`src/rtl/fwd_interlock.sv`:
```
module fwd_interlock #(
  parameter int RW = 5
) (
  input  logic          clk,
  input  logic          rst_n,
  input  logic [RW-1:0] id_rs1,
  input  logic [RW-1:0] id_rs2,
  input  logic [RW-1:0] ex_rs1,
  input  logic [RW-1:0] ex_rs2,
  input  logic [RW-1:0] ex_rd,
  input  logic          ex_wen,
  input  logic          ex_load,
  input  logic          ex_valid,
  input  logic [RW-1:0] mem_rd,
  input  logic          mem_wen,
  input  logic          mem_valid,
  input  logic [RW-1:0] wb_rd,
  input  logic          wb_wen,
  input  logic          wb_valid,
  output logic [1:0]    fwd_a_sel,
  output logic [1:0]    fwd_b_sel,
  output logic          stall,
  output logic          bubble
);
  localparam logic [1:0] SEL_RF  = 2'b00;
  localparam logic [1:0] SEL_MEM = 2'b01;
  localparam logic [1:0] SEL_WB  = 2'b10;

  logic mem_live, wb_live, ld_live, ld_hit, stall_q;

  assign mem_live = mem_valid && mem_wen && (mem_rd != '0);
  assign wb_live  = wb_valid  && wb_wen  && (wb_rd  != '0);

  assign fwd_a_sel = (ex_rs1 == '0)                    ? SEL_RF  :
                     (mem_live && (mem_rd == ex_rs1))  ? SEL_MEM :
                     (wb_live  && (wb_rd  == ex_rs1))  ? SEL_WB  : SEL_RF;

  assign fwd_b_sel = (ex_rs2 == '0)                    ? SEL_RF  :
                     (mem_live && (mem_rd == ex_rs2))  ? SEL_MEM :
                     (wb_live  && (wb_rd  == ex_rs2))  ? SEL_WB  : SEL_RF;

  assign ld_live = ex_valid && ex_wen && ex_load && (ex_rd != '0);
  assign ld_hit  = ld_live && ((ex_rd == id_rs1) || (ex_rd == id_rs2));
  assign stall   = ld_hit && !stall_q;
  assign bubble  = stall;

  always_ff @(posedge clk) begin
    if (!rst_n) stall_q <= 1'b0;
    else        stall_q <= stall;
  end

  AST_SEL_LEGAL: assert property (@(posedge clk) disable iff (!rst_n)
    (fwd_a_sel != 2'b11) && (fwd_b_sel != 2'b11));
  AST_ZERO_SRC: assert property (@(posedge clk) disable iff (!rst_n)
    (ex_rs1 == '0) |-> (fwd_a_sel == SEL_RF));
  AST_DEAD_PRODUCERS: assert property (@(posedge clk) disable iff (!rst_n)
    (!mem_valid && !wb_valid) |-> (fwd_a_sel == SEL_RF && fwd_b_sel == SEL_RF));
  AST_STALL_NEEDS_LOAD: assert property (@(posedge clk) disable iff (!rst_n)
    stall |-> (ex_load && ex_valid && ex_wen));
  AST_NONLOAD_NO_STALL: assert property (@(posedge clk) disable iff (!rst_n)
    !ex_load |-> !stall);
  AST_ONE_CYCLE_STALL: assert property (@(posedge clk) disable iff (!rst_n)
    stall |=> !stall);
endmodule

```
`config.mk`:
```
export PLATFORM = sky130hd
export DESIGN_NAME = fwd_interlock
export DESIGN_NICKNAME = d
export VERILOG_FILES = /design/src/rtl/fwd_interlock.sv
export SDC_FILE = /design/constraint.sdc
export NUM_CORES = 1
export LEC_CHECK = 0
export ABC_CLOCK_PERIOD_IN_PS = 1440
export CAP_MARGIN = 10
export CORE_MARGIN = 2
export CORE_UTILIZATION = 25
export DETAILED_ROUTE_END_ITERATION = 10
export PLACE_DENSITY = 0.74
export SLEW_MARGIN = 30
export SYNTH_ARGS = -nofsm -noshare
export SYNTH_HDL_FRONTEND = slang
export SYNTH_SLANG_ARGS = --single-unit
export TNS_END_PERCENT = 5
```
`constraint.sdc`:
```
create_clock -name clk -period 1.44 [get_ports clk]
set_input_delay 0.144 -clock clk [delete_from_list [all_inputs] [get_ports clk]]
set_output_delay 0.144 -clock clk [all_outputs]
set_load 0.01 [all_outputs]
```
==> impl_metrics.csv <==
group,metric,value,unit
logic_synthesis,synth_top_area_cell,"xnor2_1",
worst_setup_path,rr_endpoint,"stall_q",
timing,fmax,612,MHz
power_and_ir_drop,ir_drop,0.193,mV
die,core-area,0.00171,sq mm
timing,fin_crit_sh,1.13,
worst_setup_path,end_kind,"output port",
power_and_ir_drop,power.internal,0.208,mW
grt,met2_usage,0.389,
worst_setup_path,crit_path_start_kind,"input port",
power_and_ir_drop,switchingPower,0.115,mW
drt,drt_iter0_markers,1,
grt,grt_use_total,0.185,
power_and_ir_drop,clkPwrFrac,0,
timing,setup_slack,-0.194,ns
worst_setup_path,cp_cell_sequence,"buf_6 -> or4_4 -> o211ai_4 -> nor4_4 -> nor4_2 -> buf_2",
logic_synthesis,synth_top_family_by_area,"XOR/XNOR gates",
logic_synthesis,syn_area,450,sq um
clocking,clkTransAtPathRegs,0,ns
drt,routedWlPerCell,11.8,um
logic_synthesis,synthAdderAreaFrac,0,
logic_synthesis,ys_seq_area_frac,0.0444,
grt,globalRouteMet3Util,0.0157,
die,die_height,46.4,um
worst_setup_path,max_stage_delay,0.53,ns
worst_setup_path,path_max_fanout,2,
logic_synthesis,postSynthCellCount,59,
power_and_ir_drop,p_per_area,276,mW/mm^2
grt,grt_pass1_wl,2950,um
die,fp-row-count,15,
layout,layout-drive-gt1-share,0.318,
grt,grt-ovfl-total,0,
logic_synthesis,synth_cell_type_count,18,
grt,grt_busiest_layer,"met2",
power_and_ir_drop,pwr-share-seq,0.088,
worst_setup_path,reg2reg_depth,2,
outcome,status,"complete, but fails checks",
power_and_ir_drop,pwr-share-comb,0.912,
logic_synthesis,synth_nets,103,
timing,fin_tns_setup,-0.718,ns
drt,drc_errors,0,
power_and_ir_drop,p_leak,0.496,nW
timing,hold_viol,0,
die,dieArea,0.00216,sq mm
timing,fin_skew,0,ns
timing,finalSetupViolCount,6,
layout,nets,175,
worst_setup_path,cp_slowest_cell,"or4_4",
layout,regMostFlops,"stall_q",
die,fp.dieW,46.4,um
die,initial_core_util,0.264,
logic_synthesis,synth_xor_area_frac,0.544,
drt,vias,698,
logic_synthesis,ys_warn_count,0,
placed_design,portBuffers,49,
logic_synthesis,synth-compound-area-share,0.119,
logic_synthesis,synth-simple-area-share,0.267,
worst_setup_path,reg2reg_slack,0.49,ns
power_and_ir_drop,finalPower,0.323,mW
flow_run,cap_violations,0,
drt,first_pass_iters,2,
worst_setup_path,rr_startpoint,"stall_q",
worst_setup_path,critPathKind,"in -> out",
grt,use_met1,0.204,
clocking,hold_buffers,0,
placed_design,dp_hpwl,1630,um
grt,grt_pass1_vias,739,
outcome,violations,"negative setup slack",
die,num_io_pins,50,
timing,drv_slew,0,
timing,finalCriticalPeriod,1.63,ns
worst_hold_path,min_path_cells,2,
drt,viasPerCell,4.53,
grt,grt_max_degree,5,
worst_setup_path,worstPathArrival,1.49,ns
worst_hold_path,min_to,"stall_q",
drt,antenna_left,0,
drt,wl,1810,um
logic_synthesis,synth_area_leaders,"xnor2_1, xor2_1, nor4_1",
logic_synthesis,synth_seq_cells,1,
layout,top_regs,"stall_q: 1 flops",
worst_hold_path,holdCritPathClass,"reg -> reg",
clocking,clock_insertion_delay_worst_skew,0,ns
logic_synthesis,postSynthAreaPerCell,7.63,sq um
worst_setup_path,required,1.30,ns
logic_synthesis,synth_top_area_frac,0.272,
timing,relSlewSlack,0.764,
timing,worst_pin_slew,0.352,ns
timing,grt_setup_unrepaired,"yes",
placed_design,dpl_worst_slack,-0.912,ns
grt,antenna_found_initial,0,
layout,largest_reg_flops,1,
logic_synthesis,synthMuxAreaShare,0,
layout,area_delta_synth_final,160,%
power_and_ir_drop,p_sw_frac,0.356,
layout,diodes,0,
placed_design,routabilityCongestion,0.716,
worst_hold_path,hold_start,"stall_q",
cell families (layout without fill, tap and decap cells):
kind of cell	count (synthesis)	after routing
buffers and inverters	2	72
flip-flops	1	1
XOR/XNOR	28	28
AO/OA/AOI/OAI	7	7
AND/OR/NAND/NOR	21	21
cell usage in the layout, fill, tap and decap left out, drive strengths merged, types with 2 or more instances in the layout:
cell / count
nand3: 2
clkdlybuf4s50: 22
nor4: 6
dlymetal6s2s: 2
clkdlybuf4s15: 2
xnor2: 14
o211ai: 2
xor2: 14
nor3: 5
nand4: 2
buf: 30
nor2: 3
a21oi: 2
or4: 2
dlygate4sd2: 15
layer usage:
layer	wire, um	part of all wire	vias to the layer above
met5	0	0	-
met3	118	0.065	0
met1	636	0.35	307
li1	-	-	362
met4	0	0	0
met2	1060	0.58	29
power groups by stage:
stage | clock [mW] | sequential [mW] | combinational (mW)
2_1_floorplan | 0 | 0.0284 | 0.0855
3_3_place_gp | 0 | 0.0284 | 0.284
3_5_place_dp | 0 | 0.0285 | 0.292
4_1_cts | 0 | 0.0285 | 0.295
5_1_grt | 0 | 0.0285 | 0.320
6_report | 0 | 0.0285 | 0.295
what timing repair did:
action	CTS	global route
cloned	0	0
resized for setup	63	4
buffers inserted	0	0
endpoints found under the setup margin	7	7
pin swaps	12	6
worst max-delay path, delay by kind of cell:
kind	cells	cell delay (ns)
compound gates	1	0.25
simple gates	3	0.85
buf+inv	2	0.25
cell usage after synthesis, drive strengths merged:
| master | count |
|---|---|
| nand4 | 2 |
| nand4b | 1 |
| inv | 1 |
| o211ai | 2 |
| xor2 | 14 |
| or4 | 2 |
| nor4 | 6 |
| nand3 | 2 |
| a22oi | 1 |
| a2111oi | 1 |
| a211oi | 1 |
| xnor2 | 14 |
| buf | 1 |
| nor2 | 3 |
| nor3 | 5 |
| a21oi | 2 |
| dfxtp | 1 |
area by class of cell:
class                   instances  area (sq um)
flip-flops and latches          1          20.0
well taps                      25          31.3
multi-input cells              56           499
inverters                       1          3.75
repair buffers                 71           616
fillers                       163           538
worst max-delay path by stage:
stage / start / endpoint / slack (ns) / depth (start not counted)
after floorplan: mem_rd[3] / fwd_b_sel[1] / -0.03 / 4
after global placement: mem_rd[3] / fwd_b_sel[1] / -0.90 / 6
after detailed placement: mem_rd[3] / fwd_b_sel[1] / -0.91 / 6
after CTS: mem_rd[1] / fwd_b_sel[1] / -0.21 / 6
after global routing: ex_rs2[1] / fwd_b_sel[1] / -0.28 / 7
final: mem_rd[1] / fwd_b_sel[1] / -0.19 / 6
metrics by stage:
stage,hold WS [ns],instance area (sq um),instances,util
after floorplan,0.262,463,59,-
after global placement,0.515,1140,154,0.669
after detailed placement,0.535,1140,154,0.669
after CTS,0.560,1160,154,0.678
after global routing,0.588,1170,154,0.685
final,0.544,1170,154,0.685
Note: power is estimated with default switching activity, not from simulation.
